**src/rtl/mbc_pkg.sv**
```systemverilog
package mbc_pkg;
    localparam int BUS_W = 8;

    localparam logic [BUS_W-1:0] A_CTRL = 8'h00;
    localparam logic [BUS_W-1:0] A_MASK = 8'h01;
    localparam logic [BUS_W-1:0] A_STAT = 8'h02;

    typedef enum logic [1:0] {
        ST_IDLE  = 2'd0,
        ST_READ  = 2'd1,
        ST_WRITE = 2'd2
    } bus_st_e;

    typedef struct packed {
        logic [1:0] mult;
        logic       par_en;
    } ctrl_t;

    localparam int CTRL_W = $bits(ctrl_t);
endpackage

```
**src/rtl/mbc_sync.sv**
```systemverilog
module mbc_sync #(
    parameter int             W       = 1,
    parameter int             STAGES  = 2,
    parameter logic [W-1:0]   RST_VAL = '0
) (
    input  logic         clk,
    input  logic         rst_n,
    input  logic [W-1:0] d,
    output logic [W-1:0] q
);
    logic [W-1:0] stg [STAGES];

    for (genvar g = 0; g < STAGES; g++) begin : g_stg
        if (g == 0) begin : g_first
            always_ff @(posedge clk or negedge rst_n) begin
                if (!rst_n) stg[g] <= RST_VAL;
                else        stg[g] <= d;
            end
        end else begin : g_next
            always_ff @(posedge clk or negedge rst_n) begin
                if (!rst_n) stg[g] <= RST_VAL;
                else        stg[g] <= stg[g-1];
            end
        end
    end

    assign q = stg[STAGES-1];
endmodule

```
**src/rtl/mbc_bus_fsm.sv**
```systemverilog
module mbc_bus_fsm
    import mbc_pkg::*;
(
    input  logic clk,
    input  logic rst_n,
    input  logic ale_s,
    input  logic cs_s,
    input  logic rd_s,
    input  logic wr_s,
    output logic ale_fall,
    output logic rd_start,
    output logic rd_active,
    output logic wr_commit
);
    bus_st_e state_q, state_d;
    logic    ale_d;

    always_ff @(posedge clk or negedge rst_n) begin
        if (!rst_n) begin
            state_q <= ST_IDLE;
            ale_d   <= 1'b0;
        end else begin
            state_q <= state_d;
            ale_d   <= ale_s;
        end
    end

    assign ale_fall = ale_d & ~ale_s;

    always_comb begin
        state_d   = state_q;
        rd_start  = 1'b0;
        rd_active = 1'b0;
        wr_commit = 1'b0;
        unique case (state_q)
            ST_IDLE: begin
                if (cs_s && rd_s && !wr_s) begin
                    state_d  = ST_READ;
                    rd_start = 1'b1;
                end else if (cs_s && wr_s && !rd_s) begin
                    state_d = ST_WRITE;
                end
            end
            ST_READ: begin
                rd_active = 1'b1;
                if (!(cs_s && rd_s)) state_d = ST_IDLE;
            end
            ST_WRITE: begin
                if (!(cs_s && wr_s)) begin
                    state_d   = ST_IDLE;
                    wr_commit = 1'b1;
                end
            end
            default: state_d = ST_IDLE;
        endcase
    end
endmodule

```
**src/rtl/mbc_regs.sv**
```systemverilog
module mbc_regs
    import mbc_pkg::*;
#(
    parameter int NEV = 4
) (
    input  logic             clk,
    input  logic             rst_n,
    input  logic             ale_fall,
    input  logic [BUS_W-1:0] ad_s,
    input  logic             rd_start,
    input  logic             rd_active,
    input  logic             wr_commit,
    input  logic [NEV-1:0]   evt,
    output ctrl_t            ctrl_q,
    output logic [BUS_W-1:0] addr_q,
    output logic [NEV-1:0]   stat_q,
    output logic [NEV-1:0]   ev_set,
    output logic [BUS_W-1:0] rd_data,
    output logic             irq
);
    logic [NEV-1:0]   mask_q;
    logic [NEV-1:0]   stat_clr;
    logic [BUS_W-1:0] rd_live;
    logic [BUS_W-1:0] rd_hold;

    // Event 0 is the parity error source, gated by the check enable.
    assign ev_set   = evt & {{(NEV-1){1'b1}}, ctrl_q.par_en};
    assign stat_clr = (rd_start && addr_q == A_STAT) ? stat_q : '0;

    always_ff @(posedge clk or negedge rst_n) begin
        if (!rst_n) begin
            addr_q <= '0;
        end else if (ale_fall) begin
            addr_q <= ad_s;
        end
    end

    always_ff @(posedge clk or negedge rst_n) begin
        if (!rst_n) begin
            ctrl_q <= '0;
            mask_q <= '0;
        end else if (wr_commit) begin
            case (addr_q)
                A_CTRL:  ctrl_q <= ctrl_t'(ad_s[CTRL_W-1:0]);
                A_MASK:  mask_q <= ad_s[NEV-1:0];
                default: ;
            endcase
        end
    end

    always_ff @(posedge clk or negedge rst_n) begin
        if (!rst_n) stat_q <= '0;
        else        stat_q <= (stat_q & ~stat_clr) | ev_set;
    end

    always_comb begin
        rd_live = '0;
        case (addr_q)
            A_CTRL:  rd_live[CTRL_W-1:0] = ctrl_q;
            A_MASK:  rd_live[NEV-1:0]    = mask_q;
            A_STAT:  rd_live[NEV-1:0]    = stat_q;
            default: rd_live = '0;
        endcase
    end

    always_ff @(posedge clk or negedge rst_n) begin
        if (!rst_n)        rd_hold <= '0;
        else if (rd_start) rd_hold <= rd_live;
    end

    assign rd_data = rd_active ? rd_hold : rd_live;
    assign irq     = |(stat_q & mask_q);
endmodule

```
**src/rtl/mbc_top.sv**
```systemverilog
module mbc_top
    import mbc_pkg::*;
#(
    parameter int NEV         = 4,
    parameter int SYNC_STAGES = 2
) (
    input  logic             clk,
    input  logic             rst_n,
    input  logic             ale_i,
    input  logic             cs_n_i,
    input  logic             rd_n_i,
    input  logic             wr_n_i,
    input  logic [BUS_W-1:0] ad_i,
    output logic [BUS_W-1:0] ad_o,
    output logic             ad_oe_o,
    input  logic [NEV-1:0]   evt_i,
    output logic             irq_n_o,
    output logic             par_chk_en_o,
    output logic [1:0]       mult_sel_o,
    output logic [2:0]       line_rate_o
);
    logic [3:0]       strb_raw, strb_s;
    logic [BUS_W-1:0] ad_s;
    logic             ale_fall, rd_start, rd_active, wr_commit, irq;
    ctrl_t            ctrl_q;
    logic [BUS_W-1:0] addr_q;
    logic [NEV-1:0]   stat_q, ev_set;
    logic [BUS_W-1:0] rd_data;

    assign strb_raw = {ale_i, cs_n_i, rd_n_i, wr_n_i};

    mbc_sync #(.W(4), .STAGES(SYNC_STAGES), .RST_VAL(4'b0111)) u_strb_sync (
        .clk(clk), .rst_n(rst_n), .d(strb_raw), .q(strb_s)
    );

    mbc_sync #(.W(BUS_W), .STAGES(SYNC_STAGES), .RST_VAL('0)) u_ad_sync (
        .clk(clk), .rst_n(rst_n), .d(ad_i), .q(ad_s)
    );

    mbc_bus_fsm u_fsm (
        .clk       (clk),
        .rst_n     (rst_n),
        .ale_s     (strb_s[3]),
        .cs_s      (~strb_s[2]),
        .rd_s      (~strb_s[1]),
        .wr_s      (~strb_s[0]),
        .ale_fall  (ale_fall),
        .rd_start  (rd_start),
        .rd_active (rd_active),
        .wr_commit (wr_commit)
    );

    mbc_regs #(.NEV(NEV)) u_regs (
        .clk       (clk),
        .rst_n     (rst_n),
        .ale_fall  (ale_fall),
        .ad_s      (ad_s),
        .rd_start  (rd_start),
        .rd_active (rd_active),
        .wr_commit (wr_commit),
        .evt       (evt_i),
        .ctrl_q    (ctrl_q),
        .addr_q    (addr_q),
        .stat_q    (stat_q),
        .ev_set    (ev_set),
        .rd_data   (rd_data),
        .irq       (irq)
    );

    // Pad driver is enabled straight from the pins so it never lags the strobes.
    assign ad_oe_o      = ~rd_n_i & ~cs_n_i;
    assign ad_o         = rd_data;
    assign irq_n_o      = ~irq;
    assign par_chk_en_o = ctrl_q.par_en;
    assign mult_sel_o   = ctrl_q.mult;

    always_comb begin
        unique case (ctrl_q.mult)
            2'b01:   line_rate_o = 3'b010;
            2'b10:   line_rate_o = 3'b100;
            default: line_rate_o = 3'b001;
        endcase
    end
endmodule

```
**config.mk**
```make
export PLATFORM = sky130hd
export DESIGN_NAME = mbc_top
export DESIGN_NICKNAME = d
export VERILOG_FILES = /design/src/rtl/mbc_pkg.sv /design/src/rtl/mbc_sync.sv /design/src/rtl/mbc_bus_fsm.sv /design/src/rtl/mbc_regs.sv /design/src/rtl/mbc_top.sv
export SDC_FILE = /design/constraint.sdc
export NUM_CORES = 1
export LEC_CHECK = 0
export ABC_AREA = 1
export BUFFER_PORTS_ARGS = -buffer_cell sky130_fd_sc_hd__buf_2
export CORE_MARGIN = 2
export CORE_UTILIZATION = 30
export DETAILED_ROUTE_END_ITERATION = 8
export PLACE_DENSITY = 0.54
export SETUP_SLACK_MARGIN = 0.1
export SKIP_CTS_REPAIR_TIMING = 1
export SKIP_LAST_GASP = 1
export SLEW_MARGIN = 20
export SYNTH_ARGS = -nofsm -noshare
export SYNTH_HDL_FRONTEND = slang
export SYNTH_HIERARCHICAL = 1
export SYNTH_SLANG_ARGS = --single-unit
```
**constraint.sdc**
```tcl
create_clock -name clk -period 3.5 [get_ports clk]
set_clock_uncertainty 0.1 [all_clocks]
set_input_delay 0.35 -clock clk [delete_from_list [all_inputs] [get_ports clk]]
set_output_delay 0.35 -clock clk [all_outputs]
set_load 0.005 [all_outputs]
```
==> reports/results.txt, run 1 <==
CTS Sinks: 50
nets: 236
CTS buffer count: 5
WS Path Type: register to output port
crit path time final: 1985 ps
Clock transition at path regs: 100 ps
Worst EP required: 3050 ps
Global Route Usage Sum: 9.782%
Yosys Warn Count: 6
drt first pass iters: 4
fin. max-slew vios: 0
vias per cell: 4.226
H-tree levels: 2
post-route clock period utilization: 56.73%
share of cells above drive strength 1: 32.26%
buffers added on ports: 29
antenna cells: 0
vias in the first global route: 1252
Clock Latency Late Sink: 300 ps
initial core utilization: 30.73%
grt ovf: 0
Clock Tree Buf Depth: 2
crit path launch type: register
CP endpoint kind: output port
Ports: 34
Crit path arrival time: 1540 ps
met3 Usage GRT: 2.938%
Post-Place Cells: 289
Mapped Area: 0.002064 sq mm
Routed Antenna Nets: 0
pwr/cell area: 475.4 mW/mm^2
GRT busiest layer: met2
hold_ws: -24.10 ps
first-pass GRT wire length: 5733 um
drt initial violations: 41
Finished Layout Cells: 297
HPWL after DPL: 2431 um
floorplan row count: 30
failing checks: negative hold slack
GP Congestion: 0.8090
run status: finished, violations left
RSZ-0062 raised after global routing: no
final hold violation count: 31
Root Buffer: clkbuf_8
Max-cap violations: 0
Mapped Avg Cell Area: 10.70 sq um
wirelength, routed: 3238 um
Final Instance Area: 0.002298 sq mm
Pleak: 1.151 nW
Peak VDD IR: 186.1 uV
WL/cell: 10.90 um
Crit Path Max Fanout: 3
Max-slew headroom: 48.05%
Final setup viols: 0
Synth Instances: 193
Hold Crit Class: input pin to async pin
Slew @ Worst Pin: 776.3 ps
die height: 86.96 um
Core ar.: 0.006719 sq mm
DRC: 0
met2 GRT Util: 15.20%
setup TNS: 0 ps
Cell Area, Placed: 0.002203 sq mm
largest net degree at the start of global routing: 33
initial antenna violation count: 0
f_max: 0.5037 GHz
met1 usage: 12.62%
P&R area growth vs syn: 11.33%
die width: 86.96 um
die area: 0.007561 sq mm
via count: 1255
clock tree from TritonCTS: done
==> through the flow <==
step	utilization [%]	power [mW]	worst slack [ps]
floorplan	-	0.7251	1842
global placement	32.79	0.7573	1826
detailed placement	32.79	0.7603	1776
CTS	34.21	1.119	1500
global route	34.21	1.161	1361
finish	34.21	1.093	1515
==> metal layers <==
| metal | wire (um) | part of all wire (%) |
|---|---|---|
| met5 | 0 | 0 |
| met4 | 68 | 2.1 |
| met3 | 171 | 5.3 |
| met2 | 1429 | 44 |
| met1 | 1569 | 48 |
==> registers in the layout (all words and copies together) (netlist names), 2 cells and up <==
name and cells:
u_regs/addr_q 8, u_regs/mask_q 4, u_fsm/state_q 2, u_ad_sync/q 8, u_regs/ctrl_q 3, u_strb_sync/q 4, u_regs/stat_q 4, u_regs/rd_hold 4
u_strb_sync/stg 4, u_ad_sync/stg 8
==> where the power goes <==
part,switching (mW),internal [mW]
Sequential,0.0250,0.615
Clock,0.200,0.147
Combinational,0.0633,0.0419
==> area by class of cell <==
cell class              instances  area, sq um
clock buffers                   5        68.82
clock inverters                 3        26.28
fillers                       700         4420
inverters                      20        77.57
multi-input cells             109        614.3
flip-flops and latches         50         1259
well taps                      80        100.1
repair buffers                 30        152.6
==> worst paths after layout <==
| path | from | to | slack [ps] | cells past startpoint |
|---|---|---|---|---|
| max | u_regs/addr_q[3] | ad_o[2] | 1510 | 8 |
| min | rst_n | u_strb_sync/stg[7] | -20 | 1 |
| max reg2reg | u_strb_sync/q[0] | u_regs/stat_q[1] | 1790 | 4 |
| min reg2reg | u_ad_sync/stg[8] | u_ad_sync/q[0] | 250 | 0 |
| max in group asynchronous | rst_n | u_strb_sync/stg[6] | 2540 | 2 |
| min in group clk | ale_i | u_strb_sync/stg[7] | 40 | 1 |
==> cell usage in the layout, fill, tap and decap left out <==
cell type and count:
nand2_2 6, nand3_1 9, mux2_2 4, inv_1 17, conb_1 4, dfrtp_1 44, inv_4 1, nand2_1 50
nor2_2 1, clkinv_4 1, inv_2 2, o21ai_1 6, clkbuf_8 5, buf_2 29, nor2_1 5, a21oi_1 1
a211oi_2 1, nand4_1 1, inv_6 2, nor4_2 1, nor2_4 4, nand3_2 4, o21ai_0 4, nor2_8 1
ha_1 2, dfstp_2 6, o2111ai_1 1, nand2_4 1, a21o_1 3, buf_4 1
==> worst max-delay path, stage by stage (launching register included) <==
cell and delay (ps):
dfrtp_1 400, inv_1 70, nand2_1 100, nor2_1 230
nand3_1 130, nand3_2 100, nand2_1 50, nand2_1 50
buf_2 100
(Power assumes the default switching activity.)
==> inputs of run 2 (changes only) <==
==> constraint.sdc (replaced) <==
create_clock -name clk -period 2 [get_ports clk]
set_clock_uncertainty 0.1 [all_clocks]
set_input_delay 0.2 -clock clk [delete_from_list [all_inputs] [get_ports clk]]
set_output_delay 0.2 -clock clk [all_outputs]
set_load 0.005 [all_outputs]
==> run 2 against run 1 <==
The flow now finishes without violations; via count grew 3.9%; combinational power is 100% higher; worst setup slack lost 1300 ps; sequential share of layout area shrank 4.6 points; sequential power is 75% higher; flip-flop and latch count did not move; first-iteration DRC count shrank 49%; cell count rose by 7.1%; clock power up 79%.
==> reports/results.txt, run 2 (synthesized netlist as in run 1, its figures left out) <==
CTS Sinks: 50
Global Route Usage Sum: 9.530%
drt initial violations: 21
CP endpoint kind: output port
HPWL after DPL: 2385 um
total power: 1.957 mW
post-route clock period utilization: 89.63%
Sw Ratio: 26.56%
logic gate share of total power: 11.0%
f_max: 0.5578 GHz
sequential power share: 57.3%
CP Depth: 8
Core ar.: 0.006719 sq mm
Crit path arrival time: 1490 ps
WS Path Type: register to output port
Pleak: 1.246 nW
H-tree levels: 2
WL/cell: 10.19 um
Worst EP required: 1700 ps
die height: 86.96 um
Ports: 34
Finished Layout Cells: 318
crit path launch type: register
largest net degree at the start of global routing: 20
CP max-delay cell: dfrtp_1
first-pass GRT wire length: 5602 um
crit path cell chain: inv_2, nand2_1, nor2_4, nand3_1, nand3_2, nand2_1, nand2_1, buf_2
Hold Crit Class: input pin to register
Clk network pwr share: 31.7%
hold_ws: 16.36 ps
share of cells above drive strength 1: 32.77%
setup TNS: 0 ps
Final setup viols: 0
RSZ-0062 raised after global routing: yes
floorplan row count: 30
wirelength, routed: 3241 um
Clock Latency Late Sink: 300 ps
fin. max-slew vios: 0
CP bufs+invs: 2
P&R area growth vs syn: 21.52%
Root Buffer: clkbuf_8
initial core utilization: 30.73%
FF-to-FF path depth: 5
nets: 257
Clock Tree Buf Depth: 2
initial antenna violation count: 0
Crit path max-delay family: simple AND/OR/NAND/NOR gates
Post-Place Cells: 292
commonest cells after routing, fill and taps aside: nand2_1 (50), dfrtp_1 (44), buf_2 (29), inv_1 (17), dlygate4sd3_1 (16)
vias in the first global route: 1242
Int Pwr: 1.437 mW
via count: 1304
vias per cell: 4.101
Max-cap violations: 0
commonest non-fill, non-tap cell in the layout: nand2_1
Crit Path Max Fanout: 5
worst setup path endpoint: ad_o[1]
run status: finished clean
Sw Pwr: 519.9 uW
CTS buffer count: 5
Routed Antenna Nets: 0
Peak VDD IR: 349.9 uV
die width: 86.96 um
grt ovf: 0
final hold violation count: 0
clock tree from TritonCTS: done
worst r2r src: u_strb_sync/q[0]
buffers added on ports: 29
DRC: 0
Most common cell on crit path: nand2_1
Clock transition at path regs: 100 ps
CP Launch Point: u_regs/addr_q[0]
drt first pass iters: 4
reg2reg setup slack: 480 ps
Final Core Density: 37.34%
die area: 0.007561 sq mm
reg-to-reg critical path endpoint: u_regs/stat_q[2]
antenna cells: 0
crit path time final: 1793 ps
pwr/cell area: 780.2 mW/mm^2
Max stage delay on crit path: 430 ps
GP Congestion: 0.7670
-- run 2: layout make-up --
type | instances | area (sq um)
sequential | 50 | 1259
inverter | 20 | 77.57
clock buffer | 5 | 68.82
multi-input combinational | 109 | 624.3
tap | 80 | 100.1
fill | 673 | 4210
timing repair buffer | 51 | 350.3
clock inverter | 3 | 28.78
-- run 2: how the worst min path moves through the flow --
stage                     cells past startpoint      from  slack [ps]            endpoint
after floorplan                               0     rst_n        -200      u_ad_sync/q[0]
after global placement                        1     rst_n          60  u_strb_sync/stg[7]
after detailed placement                      1     rst_n          50  u_strb_sync/stg[7]
after CTS                                     1     rst_n        -290  u_strb_sync/stg[7]
after global routing                          3  evt_i[0]          60    u_regs/stat_q[0]
final                                         3  evt_i[0]          20    u_regs/stat_q[0]
-- run 2: tightest hold or removal path, cell delays in order --
cell     delay (ps)
buf_2            80
nand2_1          50
nand2_1          60
-- run 2: power groups by stage --
stage	combinational, mW	sequential [mW]	clock, mW
after floorplan	0.136	1.13	0
after global placement	0.189	1.14	0
after detailed placement	0.192	1.14	0
after CTS	0.193	1.12	0.652
after global routing	0.245	1.13	0.699
final	0.215	1.12	0.621
-- run 2: layer usage --
layer | share of wire (%) | vias up | track usage [%]
li1 | - | 670 | -
met1 | 50 | 601 | 12.77
met2 | 44 | 29 | 14.37
met3 | 4.2 | 4 | 2.085
met4 | 1.9 | 0 | 5.114
met5 | 0 | - | 0
-- run 2: per-stage QoR --
step / setup slack (ps) / cell area [sq um]
final: 207.3 / 2509
after global routing: 71.63 / 2509
after CTS: 153.8 / 2323
after detailed placement: 477.7 / 2226
after global placement: 511.5 / 2226
after floorplan: 342.4 / 2076
==> inputs of run 3 (changes only) <==
--- a/config.mk
+++ b/config.mk
@@ -10,6 +10,7 @@
 export CORE_MARGIN = 2
 export CORE_UTILIZATION = 30
 export DETAILED_ROUTE_END_ITERATION = 8
+export MAX_ROUTING_LAYER = met4
 export PLACE_DENSITY = 0.54
 export SETUP_SLACK_MARGIN = 0.1
 export SKIP_CTS_REPAIR_TIMING = 1
==> run 3 against run 2 <==
Critical endpoint unchanged; largest power group unchanged; final area unchanged; routed wire length decreased by 0.37%; sequential power about the same; first-iteration DRC count increased by 52%.
==> reports/results.txt, run 3 (synthesized netlist as in run 1, its figures left out) <==
GP Congestion: 0.7773
Most common cell on crit path: nand2_1
run status: finished clean
Crit Path Max Fanout: 5
Pleak: 1.246 nW
Max-cap violations: 0
drt first pass iters: 4
Clock transition at path regs: 100 ps
post-route clock period utilization: 89.40%
Clock Tree Buf Depth: 2
DRC: 0
first-pass GRT wire length: 5623 um
largest net degree at the start of global routing: 20
Final Instance Area: 0.002509 sq mm
Cell Area, Placed: 0.002226 sq mm
sequential power share: 57.5%
Clock Latency Late Sink: 300 ps
CTS Sinks: 50
wirelength, routed: 3229 um
commonest cells after routing, fill and taps aside: nand2_1 (50), dfrtp_1 (44), buf_2 (29), inv_1 (17), dlygate4sd3_1 (16)
die height: 86.96 um
H-tree levels: 2
initial core utilization: 30.73%
Max stage delay on crit path: 430 ps
Core ar.: 0.006719 sq mm
crit path launch type: register
die width: 86.96 um
buffers added on ports: 29
Sw Ratio: 26.32%
floorplan row count: 30
CTS buffer count: 5
grt ovf: 0
RSZ-0062 raised after global routing: yes
crit path cell chain: inv_2, nand2_1, nor2_4, nand3_1, nand3_2, nand2_1, nand2_1, buf_2
Worst EP required: 1700 ps
Hold Crit Class: input pin to register
HPWL after DPL: 2385 um
Peak VDD IR: 349.8 uV
die area: 0.007561 sq mm
vias per cell: 4.088
via count: 1300
CP endpoint kind: output port
nets: 257
initial antenna violation count: 0
crit path time final: 1788 ps
logic gate share of total power: 11.0%
fin. max-slew vios: 0
WS Path Type: register to output port
Sw Pwr: 513.5 uW
Final setup viols: 0
share of cells above drive strength 1: 32.77%
Clk network pwr share: 31.5%
pwr/cell area: 777.6 mW/mm^2
CP max-delay cell: dfrtp_1
Ports: 34
Int Pwr: 1.437 mW
clock tree from TritonCTS: done
WL/cell: 10.15 um
antenna cells: 0
commonest non-fill, non-tap cell in the layout: nand2_1
P&R area growth vs syn: 21.52%
Routed Antenna Nets: 0
Crit path arrival time: 1490 ps
total power: 1.951 mW
Root Buffer: clkbuf_8
vias in the first global route: 1240
drt initial violations: 32
f_max: 0.5593 GHz
Global Route Usage Sum: 9.852%
setup TNS: 0 ps
final hold violation count: 0
[run 3: cell counts in the layout (fill, tap and decap cells not counted)]
Identical to the previous run, type by type.
[run 3: path summary, 6_finish.rpt]
path | start | end | slack (ps) | cells after the start
max | u_regs/addr_q[0] | ad_o[1] | 210 | 8
min reg2reg | u_ad_sync/stg[11] | u_ad_sync/q[3] | 250 | 0
min | evt_i[0] | u_regs/stat_q[0] | 20 | 3
min in group asynchronous | rst_n | u_ad_sync/q[7] | 250 | 2
max reg2reg | u_strb_sync/q[0] | u_regs/stat_q[2] | 480 | 5
max in group asynchronous | rst_n | u_strb_sync/q[0] | 930 | 3
[run 3: final cells by class]
class	instances	area, sq um
fill	673	4210
sequential	50	1259
multi-input combinational	109	624.3
timing repair buffer	51	350.3
tap	80	100.1
inverter	20	77.57
clock buffer	5	68.82
clock inverter	3	28.78
[run 3: power by group through the flow]
stage | Clock (mW) | Sequential [mW] | Combinational (mW)
after floorplan | 0 | 1.13 | 0.136
after detailed placement | 0 | 1.14 | 0.192
after global routing | 0.703 | 1.13 | 0.245
after global placement | 0 | 1.14 | 0.189
after CTS | 0.652 | 1.12 | 0.193
final | 0.614 | 1.12 | 0.215
[run 3: through the flow]
step	cells	util [%]	hold slack [ps]	worst slack (ps)
after CTS	300	34.58	-293.0	153.8
final	318	37.34	16.38	212.0
after global routing	318	37.34	58.22	69.91
after global placement	292	33.13	60.55	511.5
after detailed placement	292	33.13	52.52	477.7
after floorplan	196	-	-195.6	342.4
[run 3: critical path: cells and delay by family (launching register included)]
family | cells | cell delay (ps)
buffers and inverters | 2 | 170
flip-flops | 1 | 430
AND/OR/NAND/NOR | 6 | 580
[run 3: routing by layer]
layer | wire length, um | GRT usage, % | vias to the layer above
met3 | 137 | 2.085 | 4
met1 | 1613 | 12.89 | 597
li1 | - | - | 670
met4 | 62 | 5.114 | 0
met5 | 0 | - | -
met2 | 1415 | 14.37 | 29
